--- src/rtl/pcm_rx4_pkg.sv ---
package pcm_rx4_pkg;

    localparam int DEF_NUM_CH      = 4;
    localparam int DEF_SAMPLE_W    = 8;
    localparam int DEF_IDLE_W      = 16;
    localparam int DEF_SYNC_STAGES = 2;

    typedef enum logic {
        MODE_LANES = 1'b0,
        MODE_MUXED = 1'b1
    } rx_mode_e;

endpackage

--- src/rtl/pcm_rx4_inedge.sv ---
// Samples the bit clock, frame start and data lanes into the system clock
// domain and reports edges of the sampled bit clock and frame start.
module pcm_rx4_inedge #(
    parameter int W      = 4,
    parameter int STAGES = 2
) (
    input  logic         clk,
    input  logic         rst_n,
    input  logic         bclk_i,
    input  logic         rsync_i,
    input  logic [W-1:0] din_i,
    output logic         bclk_fall_o,
    output logic         bclk_edge_o,
    output logic         rsync_rise_o,
    output logic [W-1:0] din_o
);
    localparam int VW     = W + 2;
    localparam int BCLK_B = W;
    localparam int SYNC_B = W + 1;

    typedef struct packed {
        logic [STAGES:0][VW-1:0] pipe;
    } in_state_t;

    in_state_t st_d, st_q;
    logic [VW-1:0] cur, prev;

    always_comb begin
        st_d      = st_q;
        st_d.pipe = {st_q.pipe[STAGES-1:0], {rsync_i, bclk_i, din_i}};
    end

    always_ff @(posedge clk or negedge rst_n) begin
        if (!rst_n) st_q <= '0;
        else        st_q <= st_d;
    end

    assign cur          = st_q.pipe[STAGES-1];
    assign prev         = st_q.pipe[STAGES];
    assign bclk_fall_o  = prev[BCLK_B] & ~cur[BCLK_B];
    assign bclk_edge_o  = prev[BCLK_B] ^ cur[BCLK_B];
    assign rsync_rise_o = ~prev[SYNC_B] & cur[SYNC_B];
    assign din_o        = cur[W-1:0];
endmodule

--- src/rtl/pcm_rx4_idle.sv ---
// Counts system cycles without a bit-clock edge and flags power save.
module pcm_rx4_idle #(
    parameter int CNT_W = 16
) (
    input  logic             clk,
    input  logic             rst_n,
    input  logic             edge_i,
    input  logic [CNT_W-1:0] limit_i,
    output logic             psave_o
);
    typedef struct packed {
        logic [CNT_W-1:0] cnt;
        logic             psave;
    } idle_state_t;

    idle_state_t st_d, st_q;

    always_comb begin
        st_d = st_q;
        if (edge_i) begin
            st_d.cnt   = '0;
            st_d.psave = 1'b0;
        end else begin
            if (st_q.cnt != {CNT_W{1'b1}}) st_d.cnt = st_q.cnt + 1'b1;
            if (st_q.cnt >= limit_i)       st_d.psave = 1'b1;
        end
    end

    always_ff @(posedge clk or negedge rst_n) begin
        if (!rst_n) st_q <= '0;
        else        st_q <= st_d;
    end

    assign psave_o = st_q.psave;
endmodule

--- src/rtl/pcm_rx4_shift.sv ---
// One serial lane: shifts in a bit when enabled and offers the word that
// the current shift would complete.
module pcm_rx4_shift #(
    parameter int W = 8
) (
    input  logic         clk,
    input  logic         rst_n,
    input  logic         shift_en_i,
    input  logic         bit_i,
    output logic [W-1:0] word_o
);
    typedef struct packed {
        logic [W-1:0] sr;
    } sh_state_t;

    sh_state_t st_d, st_q;

    always_comb begin
        st_d = st_q;
        if (shift_en_i) st_d.sr = {st_q.sr[W-2:0], bit_i};
    end

    always_ff @(posedge clk or negedge rst_n) begin
        if (!rst_n) st_q <= '0;
        else        st_q <= st_d;
    end

    assign word_o = {st_q.sr[W-2:0], bit_i};
endmodule

--- src/rtl/pcm_rx4.sv ---
// Four-channel PCM receive deserializer. SAMPLE_W must be a power of two.
module pcm_rx4
    import pcm_rx4_pkg::*;
#(
    parameter int NUM_CH      = DEF_NUM_CH,
    parameter int SAMPLE_W    = DEF_SAMPLE_W,
    parameter int IDLE_W      = DEF_IDLE_W,
    parameter int SYNC_STAGES = DEF_SYNC_STAGES
) (
    input  logic                       clk,
    input  logic                       rst_n,
    input  logic                       bclk_i,
    input  logic                       rsync_i,
    input  logic                       mode_serial_i,
    input  logic [NUM_CH-1:0]          din_i,
    input  logic [IDLE_W-1:0]          idle_limit_i,
    output logic [NUM_CH*SAMPLE_W-1:0] sample_o,
    output logic [NUM_CH-1:0]          sample_vld_o,
    output logic                       psave_o
);
    localparam int SLOT_W      = $clog2(SAMPLE_W);
    localparam int CH_W        = $clog2(NUM_CH);
    localparam int FRAME_BITS  = NUM_CH * SAMPLE_W;
    localparam int CNT_W       = $clog2(FRAME_BITS + 1);
    localparam int SERIAL_LANE = NUM_CH - 1;

    typedef struct packed {
        logic                             armed;
        logic [CNT_W-1:0]                 cnt;
        logic [NUM_CH-1:0][SAMPLE_W-1:0]  sample;
        logic [NUM_CH-1:0]                vld;
    } frame_state_t;

    frame_state_t st_d, st_q;

    rx_mode_e                        mode;
    logic                            bclk_fall, bclk_edge, sync_rise, psave;
    logic [NUM_CH-1:0]               din_s;
    logic [NUM_CH-1:0]               lane_en;
    logic [NUM_CH-1:0][SAMPLE_W-1:0] word;
    logic [CNT_W-1:0]                frame_len, pos;
    logic [CH_W-1:0]                 slot_ch;
    logic                            take;

    assign mode = rx_mode_e'(mode_serial_i);

    pcm_rx4_inedge #(.W(NUM_CH), .STAGES(SYNC_STAGES)) u_in (
        .clk          (clk),
        .rst_n        (rst_n),
        .bclk_i       (bclk_i),
        .rsync_i      (rsync_i),
        .din_i        (din_i),
        .bclk_fall_o  (bclk_fall),
        .bclk_edge_o  (bclk_edge),
        .rsync_rise_o (sync_rise),
        .din_o        (din_s)
    );

    pcm_rx4_idle #(.CNT_W(IDLE_W)) u_idle (
        .clk     (clk),
        .rst_n   (rst_n),
        .edge_i  (bclk_edge),
        .limit_i (idle_limit_i),
        .psave_o (psave)
    );

    for (genvar i = 0; i < NUM_CH; i++) begin : g_lane
        pcm_rx4_shift #(.W(SAMPLE_W)) u_sh (
            .clk        (clk),
            .rst_n      (rst_n),
            .shift_en_i (lane_en[i]),
            .bit_i      (din_s[i]),
            .word_o     (word[i])
        );
        assign sample_o[i*SAMPLE_W +: SAMPLE_W] = st_q.sample[i];
    end

    always_comb begin
        st_d      = st_q;
        st_d.vld  = '0;
        lane_en   = '0;
        frame_len = (mode == MODE_MUXED) ? CNT_W'(FRAME_BITS) : CNT_W'(SAMPLE_W);
        pos       = sync_rise ? '0 : st_q.cnt;
        slot_ch   = pos[SLOT_W +: CH_W];
        take      = bclk_fall && (sync_rise || (st_q.armed && (st_q.cnt < frame_len)));

        if (psave) st_d.armed = 1'b0;
        if (sync_rise) begin
            st_d.armed = 1'b1;
            st_d.cnt   = '0;
        end

        if (take) begin
            st_d.cnt = pos + 1'b1;
            if (mode == MODE_MUXED) lane_en[SERIAL_LANE] = 1'b1;
            else                    lane_en = '1;
            if (pos[SLOT_W-1:0] == SLOT_W'(SAMPLE_W - 1)) begin
                if (mode == MODE_MUXED) begin
                    st_d.sample[slot_ch] = word[SERIAL_LANE];
                    st_d.vld[slot_ch]    = 1'b1;
                end else begin
                    st_d.sample = word;
                    st_d.vld    = '1;
                end
            end
        end
    end

    always_ff @(posedge clk or negedge rst_n) begin
        if (!rst_n) st_q <= '0;
        else        st_q <= st_d;
    end

    assign sample_vld_o = st_q.vld;
    assign psave_o      = psave;
endmodule

--- config.mk ---
export PLATFORM = sky130hd
export DESIGN_NAME = pcm_rx4
export DESIGN_NICKNAME = d
export VERILOG_FILES = /design/src/rtl/pcm_rx4_pkg.sv /design/src/rtl/pcm_rx4_inedge.sv /design/src/rtl/pcm_rx4_idle.sv /design/src/rtl/pcm_rx4_shift.sv /design/src/rtl/pcm_rx4.sv
export SDC_FILE = /design/constraint.sdc
export NUM_CORES = 1
export LEC_CHECK = 0
export BUFFER_PORTS_ARGS = -buffer_cell sky130_fd_sc_hd__buf_2
export CAP_MARGIN = 20
export CORE_ASPECT_RATIO = 0.8
export CORE_UTILIZATION = 35
export DETAILED_ROUTE_END_ITERATION = 10
export SETUP_SLACK_MARGIN = 0.1
export SLEW_MARGIN = 20
export SYNTH_ARGS = -nofsm -noshare
export SYNTH_HDL_FRONTEND = slang
export SYNTH_SLANG_ARGS = --single-unit
--- constraint.sdc ---
create_clock -name clk -period 5.3 [get_ports clk]
set_clock_uncertainty 0.15 [all_clocks]
set_input_delay 0.265 -clock clk [delete_from_list [all_inputs] [get_ports clk]]
set_output_delay 0.265 -clock clk [all_outputs]
set_load 0.05 [all_outputs]
# == Yosys cells after proc, flatten, opt, wreduce, memory -nomap -nowiden ==
# Cells that the tools add are included.
# word_totals
reg_bits,106
input_bits,25
out_inout_bits,37
elab_cells,55
# op_classes
addsub,2
magnitude_cmp,4
n_eq_ne,2
mux,17
n_bitwise,5
reduce_logical,9
# op_table
op,count
36-bit two-way mux,2
42-bit two-way mux,1
32-bit bitwise mux,1
17-bit two-way mux,1
"16-bit by 1-bit adder with 16-bit output, second input constant",1
8-bit demux with 2-bit select,1
16-bit >= comparator,1
16-bit two-way mux,1
"16-bit != test, second input constant",1
6-bit two-way mux,2
8-bit two-way mux,1
2-bit nonzero test,4
7-bit two-way mux,1
"6-bit by 1-bit adder with 6-bit output, second input constant",1
6-bit less-than comparator,1
4-bit two-way mux,1
"3-bit equality test, second input constant",1
1-bit logical AND,3
"2-bit by 3-bit less-than comparator with 1-bit output, second input constant",1
1-bit two-way mux,3
3-bit two-way mux,1
1-bit bitwise AND,2
1-bit demux with 2-bit select,1
"2-bit by 1-bit >= comparator with 1-bit output, second input constant",1
4 further kinds,5

# == Depth between registers and ports, before layout ==
# Gate-level depths: netlist (run 1).
# depth
depth_word,11
mapped_depth,9
depth_no_buf,7

# == Hierarchy ==
# From an unflattened synthesis (run 1), not the netlist that was laid out.
# unflattened
hier_cells,424
hier_area_um2,5226.3
# modules_own_cells
mod,instances,cells_per_inst,area_each_um2,seq_area_each_um2
pcm_rx4,1,193,2349.8,1076.0
pcm_rx4_idle,1,145,1266.2,425.4
pcm_rx4_shift,4,16,299.0,175.2
pcm_rx4_inedge,1,22,414.1,350.3

# == Worst setup path before layout (run 1) ==
# OpenSTA, ideal clock, no wires.
# synth_path
path_kind,input -> register
start,input port mode_serial_i
end,register (tool-made name)
setup_time_ns,0.125
t_arrival_ns,2.232
required_ns,5.025
slack_ns,2.793
cell_stages,8
path_buffers,2
cell_sequence,clkinv_1 -> clkbuf_1 -> ha_1 -> o31a_1 -> o21a_2 -> or4_1 -> buf_6 -> mux2_4
# synth_lines
item,line,rtl
from (decl),pcm_rx4.sv:14,"input logic mode_serial_i,"

==> summary.md, run 1 <==
| Metric | Value |
|---|---|
| Status | finished, final reports clean |
| Fin crit share | 0.595 |
| Overall routing resource usage | 0.138 |
| Place WS | 1.80 ns |
| CTS root buf | clkbuf_16 |
| Post-Synth Adder-Cell Area | 0.0521 |
| Power Density | 329 nW/um2 |
| Number of endpoints failing setup at the final stage | 0 |
| Clock transition at path regs | 0.07 ns |
| Sw power | 495 uW |
| Max clock buf depth | 2 |
| Post-Syn Area per Cell | 11.8 um2 |
| Synth unique cells | 46 |
| Io pins | 62 |
| Sw frac | 0.268 |
| Startpoint Class | primary input |
| Full die area | 14,900 um2 |
| Global-route wire length before repair | 15.8 mm |
| Antenna Cells | 0 |
| Period minus WS final | 3.16 ns |
| CP Launch Point | mode_serial_i |
| Synth Area in Compound Gates | 0.101 |
| # H-tree levels | 3 |
| DRT antenna net count | 0 |
| Hold EP | u_in.cur[2] |
| Top FF cell, synth | dfrtp_1 |
| DIE HEIGHT | 109 um |
| Yosys reg bits | 102 |
| Min-delay worst type | flip-flop to flip-flop |
| Final worst setup slack | 2.14 ns |
| CP Data Arrival Time | 3.24 ns |
| Layout Utilization | 0.405 |
| Vias per inst | 4.92 |
| DRT Pass-1 Iters | 4 |
| CTS tree | yes |
| Die Wd | 136 um |
| Global placement routability congestion | 0.793 |
| Synthesis-to-layout area growth | 11.1% |
| Initial core utilization | 0.365 |
| Final WL | 9.49 mm |
| CP max FO | 27 |
| Critical path class | primary input to flip-flop |
| Synthesized area | 5050 um2 |
| Hold_sp | u_in.st_d[8] |
| Cts bufs inserted | 9 |
| Worst Hold Path Cells | 0 |
| Most frequent cells in the layout | 102 x dfrtp_1, 60 x buf_2, 46 x mux2_2, 26 x inv_1, 26 x nand2_1 |
| Hpwl dp | 6.92 mm |
| Part of the power in registers | 0.521 |
| Max rail drop VDD | 183 uV |
| Cell count after synthesis | 426 |
| Initial detailed-routing violation count | 137 |
| Hold WS | 0.194 ns |
| Share of layout cells above drive strength 1 | 0.315 |
| Comb pwr share | 0.130 |
| Worst Tran Pin Value | 0.682 ns |
| Pin count of the biggest net entering global routing | 54 |
| Post-CTS setup buffers | 0 |
| Leak | 0.00280 uW |
| Rel. slew slack | 0.542 |
| Setup_tns | 0 ns |
| Worst setup EP type | flip-flop |
| Worst Path Required | 5.38 ns |
| Worst-Skew Late Latency | 0.35 ns |
| Power Internal | 1350 uW |
| Sink Count | 102 |
| Core area | 13,800 um2 |
| Multiplexer area fraction after synthesis | 0.158 |
| Vias | 3,151 |
| Fmax | 0.317 GHz |
| Port Buffer Count | 61 |
| Final Max Tran Viols | 0 |
| Syn Nets | 472 |
| Final hold violations | 0 |
| Drt drc | 0 |
| Simple-gate portion of the synthesized area | 0.0890 |
| GR Overflow Total | 0 |
| Post-Synth XOR/XNOR Area | 0.00347 |
| Unrepaired setup endpoints after global routing | false |
| Initial antenna violation count | 0 |
| Commonest non-fill, non-tap cell in the layout | dfrtp_1 |
| Cell Rows | 38 |
| Nets@finish | 502 |
| Yosys warns | 0 |
| Total power | 1850 uW |
| Vias in the first global route | 3,154 |
| Maxcap violations | 0 |
| Clock Power Share | 0.349 |
| Flop2flop setup slack | 2.52 ns |
| Drt wl/cell | 14.8 um |
| Number of synthesized flops with an enable pin | 0 |
| Sequential share of the synthesized area | 0.506 |
| FF-to-FF Start | u_in.cur[5] |
| Cells on worst reg2reg path | 7 |
| Synth async-reset ratio | 1.00 |
| Largest family of logic cells by synthesized area | multiplexers |
==> metrics by stage <==
step,cell area [um2],std cells
2_1_floorplan,5050,426
3_3_place_gp,5250,618
3_5_place_dp,5250,618
4_1_cts,5610,641
5_1_grt,5610,641
6_report,5610,641
==> area by class of cell <==
| cell class | instances | area, um2 |
|---|---|---|
| clock inverter | 6 | 52.6 |
| sequential | 102 | 2550 |
| fill | 1330 | 8230 |
| timing repair buffer | 70 | 393 |
| inverter | 27 | 101 |
| multi-input combinational | 246 | 2040 |
| tap | 180 | 225 |
| clock buffer | 10 | 239 |
==> layer usage <==
metal	vias to the layer above	part of all wire	GRT usage	wire, um
met5	-	0	0	0
met4	0	0.0067	0.0262	64
met3	10	0.041	0.0364	393
met2	73	0.45	0.211	4260
met1	1522	0.50	0.195	4770
li1	1546	-	-	-
==> kinds of logic (layout without fill, tap and decap cells) <==
group / Yosys count / after routing
DFF: 102 / 102
and+or+nand+nor: 86 / 86
buffers and inverters: 78 / 113
AOI/OAI and AO/OA: 71 / 71
muxes: 66 / 66
adders and majority gates: 21 / 21
xor gates and xnor gates: 2 / 2
==> timing repair <==
item                                   in CTS  in global routing
hold buffers                                7                  0
resized for setup                           0                  0
endpoints found under the hold margin      58                  0
==> worst max-delay path, cell delays in order <==
cell and delay [ns]:
buf_2 0.24, clkinv_1 0.61, ha_1 0.53, o31a_1 0.13, o21a_2 0.27, or4_1 0.78, mux2_4 0.40
==> synth_stat cells, types with 2 or more instances <==
| master | number | area share |
|---|---|---|
| a2111o_1 | 2 | 0.0045 |
| a211oi_1 | 2 | 0.0030 |
| a21oi_1 | 15 | 0.015 |
| a31oi_1 | 5 | 0.0062 |
| and2_1 | 3 | 0.0037 |
| and3_1 | 4 | 0.0050 |
| buf_2 | 4 | 0.0040 |
| buf_4 | 36 | 0.054 |
| buf_6 | 3 | 0.0067 |
| clkbuf_1 | 8 | 0.0060 |
| dfrtp_1 | 102 | 0.51 |
| ha_1 | 21 | 0.052 |
| inv_1 | 26 | 0.019 |
| mux2_2 | 46 | 0.10 |
| mux2_4 | 16 | 0.048 |
| mux2i_1 | 4 | 0.0079 |
| nand2_1 | 26 | 0.019 |
| nand2b_1 | 6 | 0.0074 |
| nand3_1 | 8 | 0.0079 |
| nand3b_1 | 2 | 0.0030 |
| nand4_1 | 3 | 0.0037 |
| nor2_1 | 9 | 0.0067 |
| nor2b_1 | 2 | 0.0025 |
| nor3_1 | 6 | 0.0060 |
| nor4_1 | 5 | 0.0062 |
| o21ai_0 | 11 | 0.011 |
| o2bb2ai_1 | 24 | 0.042 |
| o41ai_1 | 2 | 0.0035 |
| or3_1 | 4 | 0.0050 |
| or4_1 | 4 | 0.0060 |
| xnor2_1 | 2 | 0.0035 |
==> worst max path at each step <==
stage | end | slack (ns) | cells past startpoint
final | flip-flop | 2.14 | 7
after global routing | flip-flop | 1.92 | 7
after CTS | flip-flop | 2.17 | 7
after detailed placement | flip-flop | 1.80 | 7
after global placement | flip-flop | 1.88 | 7
after floorplan | flip-flop | 2.79 | 8
==> power groups by stage <==
stage / registers [uW] / logic, uW / clock network [uW]
6_report: 962 / 239 / 644
2_1_floorplan: 948 / 178 / 0
4_1_cts: 962 / 245 / 668
3_3_place_gp: 971 / 231 / 0
5_1_grt: 976 / 269 / 699
3_5_place_dp: 978 / 241 / 0
No activity file was read; power rests on OpenSTA's default activity.
==> run 2: changes to the inputs <==
ABC_AREA = 1   (was default)
clock period = 3 ns   (was 5.3 ns; I/O delays follow)
==> summary.md, run 2 <==
| Metric | Value |
|---|---|
| Status | finished, final reports clean |
| Vias in the first global route | 3,793 |
| # H-tree levels | 3 |
| CTS tree | yes |
| Overall routing resource usage | 0.155 |
| Non-Filler Instances | 850 |
| CTS root buf | clkbuf_16 |
| Max clock buf depth | 2 |
| Cell Rows | 39 |
| Flop2flop setup slack | 0.77 ns |
| # hold bufs at CTS | 7 |
| Hpwl dp | 7.91 mm |
| Synth async-reset ratio | 1.00 |
| Slowest CP cell | dfrtp_1 |
| Post-Syn Area per Cell | 8.23 um2 |
| Fin crit share | 0.744 |
| Syn Nets | 674 |
| Worst Hold Path Cells | 4 |
| Number of endpoints failing setup at the final stage | 0 |
| Top cell type's share of synthesized area | 0.494 |
| Global-route wire length before repair | 18.3 mm |
| Initial antenna violation count | 0 |
| Drt drc | 0 |
| Final WL | 10.9 mm |
| Cts bufs inserted | 9 |
| Yosys top cell by area | dfrtp_1 |
| Cell count after synthesis | 628 |
| Final worst setup slack | 0.768 ns |
| Part of the power in registers | 0.501 |
| Unrepaired setup endpoints after global routing | false |
| Power Internal | 2360 uW |
| Largest cells by area after synthesis | dfrtp_1 49%, nand2_1 16%, buf_4 5.7%, ha_1 5.1%, inv_1 4.7% |
| Critical path class | flip-flop to flip-flop |
| Layout Utilization | 0.404 |
| Port Buffer Count | 61 |
| M1 WL | 5.52 mm |
| Synth top cells by count | 220 x nand2_1, 102 x dfrtp_1, 65 x inv_1 |
| Vias | 3,924 |
| CP cell instances | nand2_4 -> inv_2 -> nor2_1 -> ha_1 -> ha_1 -> inv_1 -> a21oi_1 -> nand2_4 -> inv_2 -> nand2_1 -> nand2_1 |
| Core area | 14,300 um2 |
| Synth unique cells | 30 |
| Sink Count | 102 |
| Clock Power Share | 0.388 |
| Min-delay worst type | primary input to flip-flop |
| GR Overflow Total | 0 |
| Initial detailed-routing violation count | 276 |
| Io pins | 62 |
| Global placement routability congestion | 0.866 |
| Most frequent cells in the layout | 220 x nand2_1, 102 x dfrtp_1, 65 x inv_1, 60 x buf_2, 44 x nand3_1 |
| Period minus WS final | 2.23 ns |
| Synthesized area | 5170 um2 |
| Vias per inst | 4.62 |
| Initial core utilization | 0.360 |
| FF-to-FF Start | u_in.cur[5] |
| Rel. slew slack | 0.556 |
| Met2 routed WL | 4.75 mm |
| Number of synthesized flops with an enable pin | 0 |
| Clock transition at path regs | 0.07 ns |
| Yosys warns | 0 |
| Commonest non-fill, non-tap cell in the layout | nand2_1 |
| Hold_sp | mode_serial_i |
| Top FF cell, synth | dfrtp_1 |
| Drt wl/cell | 12.8 um |
| Yosys reg bits | 102 |
| DRT antenna net count | 0 |
| Antenna Cells | 0 |
| DRT Pass-1 Iters | 4 |
| DR WL met3 | 522 um |
| Final hold violations | 0 |
| CP max stage delay | 0.41 ns |
| Pin count of the biggest net entering global routing | 54 |
| Worst Tran Pin Value | 0.665 ns |
| Maxcap violations | 0 |
| Worst setup EP type | flip-flop |
| Sw power | 842 uW |
| Highest Signal Layer | met4 |
| Gates resized, CTS repair | 0 |
| Post-CTS setup buffers | 0 |
| Nets@finish | 708 |
| Power Density | 552 nW/um2 |
| CP max FO | 10 |
| Place WS | 0.793 ns |
| Full die area | 15,300 um2 |
| Leak | 0.00330 uW |
| Share of layout cells above drive strength 1 | 0.164 |
| Worst Path Required | 3.14 ns |
| Setup_tns | 0 ns |
| Startpoint Class | flip-flop |
| DIE HEIGHT | 111 um |
| Placed Instances | 828 |
| Fmax | 0.448 GHz |
| Synthesis-to-layout area growth | 12.1% |
| Final Max Tran Viols | 0 |
| Sequential share of the synthesized area | 0.494 |
| Die Wd | 138 um |
| Max rail drop VDD | 359 uV |
| Sw frac | 0.263 |
| Cells on worst reg2reg path | 11 |
| Worst-Skew Late Latency | 0.35 ns |
| Comb pwr share | 0.110 |
| Most frequent cell after synthesis | nand2_1 |
| CP Data Arrival Time | 2.37 ns |
==> run 2: cells by family (layout without fill, tap and decap cells) <==
logic type                 Yosys count  in the layout  synth area share
buffers and inverters              123            161             0.120
adders and majority gates           21             21            0.0509
AOI/OAI and AO/OA                   68             68            0.0816
xor gates and xnor gates             1              1           0.00170
DFF                                102            102             0.494
and+or+nand+nor                    313            313             0.251
==> run 2: area by class of cell <==
type	instances	area (um2)
Clock buffer	9	225
Clock inverter	6	86.3
Fill cell	1451	8550
Inverter	72	272
Multi-Input combinational cell	403	1990
Sequential cell	102	2550
Tap cell	184	230
Timing Repair Buffer	74	435
==> run 2: metal layers <==
metal  global-route usage  vias to the layer above
met4               0.0449                        0
met1                0.222                     1810
li1                     -                     2011
met3               0.0453                       12
met2                0.226                       91
met5                    0                        -
==> run 2: power by group through the flow <==
stage	Sequential (uW)	Clock, uW	Combinational [uW]
after detailed placement	1630	0	350
after global placement	1620	0	343
final	1600	1240	353
after floorplan	1600	0	241
after CTS	1600	1280	359
after global routing	1620	1330	409
==> run 2: metrics by stage <==
stage	cell area (um2)	power [uW]	hold WS [ns]
final	5790	3200	0.187
after CTS	5790	3240	0.173
after global routing	5790	3360	0.207
after detailed placement	5410	1980	0.0828
after floorplan	5170	1840	-0.296
after global placement	5410	1960	0.0731
==> run 2: worst max path at each step <==
stage                        startpoint   endpoint  depth (start not counted)
after floorplan           mode_serial_i  flip-flop                         11
after global placement      u_in.cur[5]  flip-flop                         11
after detailed placement    u_in.cur[5]  flip-flop                         11
after CTS                   u_in.cur[5]  flip-flop                         11
after global routing        u_in.cur[5]  flip-flop                         11
final                       u_in.cur[5]  flip-flop                         11
==> run 2: critical path: cells and delay by family, from the launching register on <==
kind / cells / cell delay (ns)
adders and majority gates: 2 / 0.43
and+or+nand+nor: 5 / 0.69
AOI/OAI and AO/OA: 1 / 0.21
DFF: 1 / 0.41
buffers and inverters: 3 / 0.28
==> run 3: changes to the inputs <==
ABC_AREA = 0   (was 1)
clock period = 2.2 ns   (was 3 ns; I/O delays follow)
==> summary.md, run 3 (synthesized netlist as in run 1, its figures left out) <==
| Metric | Value |
|---|---|
| Worst setup EP type | flip-flop |
| Violated checks | negative setup slack |
| # H-tree levels | 3 |
| Cts bufs inserted | 9 |
| Min-delay worst type | primary input to asynchronous set/reset pin |
| Share of layout cells above drive strength 1 | 0.386 |
| Met2 routed WL | 4.95 mm |
| Drt wl/cell | 15.5 um |
| Final WL | 10.5 mm |
| Vias | 3,426 |
| Layout Utilization | 0.442 |
| Commonest non-fill, non-tap cell in the layout | dfrtp_1 |
| Die Wd | 136 um |
| Power Density | 761 nW/um2 |
| Most frequent cells in the layout | 102 x dfrtp_1, 60 x buf_2, 45 x mux2_4, 27 x buf_4, 26 x nand2_1 |
| Period minus WS final | 2.30 ns |
| Nets@finish | 538 |
| Max rail drop VDD | 397 uV |
| FF-to-FF Start | st_q[41] |
| Status | finished, violations left |
| Rel. slew slack | 0.620 |
| Vias per inst | 5.06 |
| Max clock buf depth | 2 |
| Number of endpoints failing setup at the final stage | 24 |
| Hpwl dp | 7.27 mm |
| Global placement routability congestion | 0.830 |
| CP max FO | 5 |
| Antenna Cells | 0 |
| Cells on worst reg2reg path | 6 |
| Port Buffer Count | 61 |
| Flop2flop setup slack | -0.10 ns |
| Leak | 0.00309 uW |
| Startpoint Class | flip-flop |
| Initial core utilization | 0.365 |
| CTS tree | yes |
| Final Max Tran Viols | 0 |
| DRT Pass-1 Iters | 4 |
| Initial detailed-routing violation count | 160 |
| Fmax | 0.434 GHz |
| Critical path class | flip-flop to flip-flop |
| GR Overflow Total | 0 |
| DR WL met3 | 454 um |
| CTS root buf | clkbuf_16 |
| Cell Rows | 38 |
| Final worst setup slack | -0.103 ns |
| Worst Path Required | 2.29 ns |
| DIE HEIGHT | 109 um |
| Full die area | 14,900 um2 |
| M1 WL | 4.92 mm |
| DRT antenna net count | 0 |
| Core area | 13,800 um2 |
| Worst-Skew Late Latency | 0.35 ns |
| Highest Signal Layer | met4 |
| Hold WS | 0.0751 ns |
| Vias in the first global route | 3,440 |
| Global-route wire length before repair | 17.4 mm |
| Io pins | 62 |
| Fin crit share | 1.05 |
| Final instance area | 6120 um2 |
| Worst Tran Pin Value | 0.567 ns |
| Unrepaired setup endpoints after global routing | true |
| Clock transition at path regs | 0.07 ns |
| Pin count of the biggest net entering global routing | 73 |
| Drt drc | 0 |
| Synthesis-to-layout area growth | 21.2% |
| Maxcap violations | 0 |
| Overall routing resource usage | 0.153 |
| CP Data Arrival Time | 2.39 ns |
| Final hold violations | 0 |
| Initial antenna violation count | 0 |
| Dpl cell area | 5470 um2 |
| Sink Count | 102 |
run 3: cell types whose count changed in the layout (fill, tap and decap cells not counted), moves of 22 or more:
cell,delta
nand2_1,-194
mux2_4,+45
inv_1,-41
nand3_1,-37
o2bb2ai_1,+24
o21ai_0,-22
run 3: critical path: stages (launching register included):
cell,delay [ns]
dfrtp_1,0.39
ha_1,0.28
o31a_1,0.11
o21a_2,0.23
or4_4,0.58
buf_8,0.17
mux2_4,0.29
run 3: timing repair:
| item | in CTS | in global routing |
|---|---|---|
| pin swaps | 3 | 3 |
| gates resized for setup | 53 | 4 |
| endpoints found under the hold margin | 108 | 0 |
| gates cloned | 3 | 0 |
| endpoints found under the setup margin | 53 | 60 |
| setup buffers | 6 | 0 |
| hold buffers | 7 | 0 |
run 3: worst max-delay path by stage:
stage	from	end	slack, ns	cells past startpoint
floorplan	st_q[40]	flip-flop	-0.04	6
global placement	st_q[41]	flip-flop	-0.07	6
detailed placement	u_in.cur[5]	flip-flop	-0.1	9
CTS	u_in.cur[5]	flip-flop	-0.1	8
global route	st_q[41]	flip-flop	-0.14	6
finish	st_q[41]	flip-flop	-0.10	6
run 3: power by group:
part	switching (uW)	internal, uW
logic	303	453
registers	217	2120
clock network	737	820
run 3: layout make-up:
cell class                      instances  area, um2
Fill cell                            1287       7720
Sequential cell                       102       2550
Multi-Input combinational cell        246       2210
Timing Repair Buffer                  106        732
Clock buffer                           10        239
Tap cell                              180        225
Inverter                               27        103
Clock inverter                          6       53.8
run 3: metal layers:
layer,vias to the layer above,global-route usage
met5,-,0
met4,0,0.0508
met3,17,0.0433
met2,76,0.249
met1,1710,0.197
li1,1623,-
run 3: metrics by stage:
| stage | setup TNS (ns) | power [uW] | instances | setup slack (ns) |
|---|---|---|---|---|
| after floorplan | -0.343 | 2730 | 426 | -0.0429 |
| after global placement | -0.810 | 2930 | 645 | -0.0725 |
| after detailed placement | -1.66 | 2970 | 645 | -0.0973 |
| after CTS | -1.08 | 4690 | 677 | -0.0952 |
| after global routing | -2.40 | 4880 | 677 | -0.141 |
| final | -1.38 | 4650 | 677 | -0.103 |
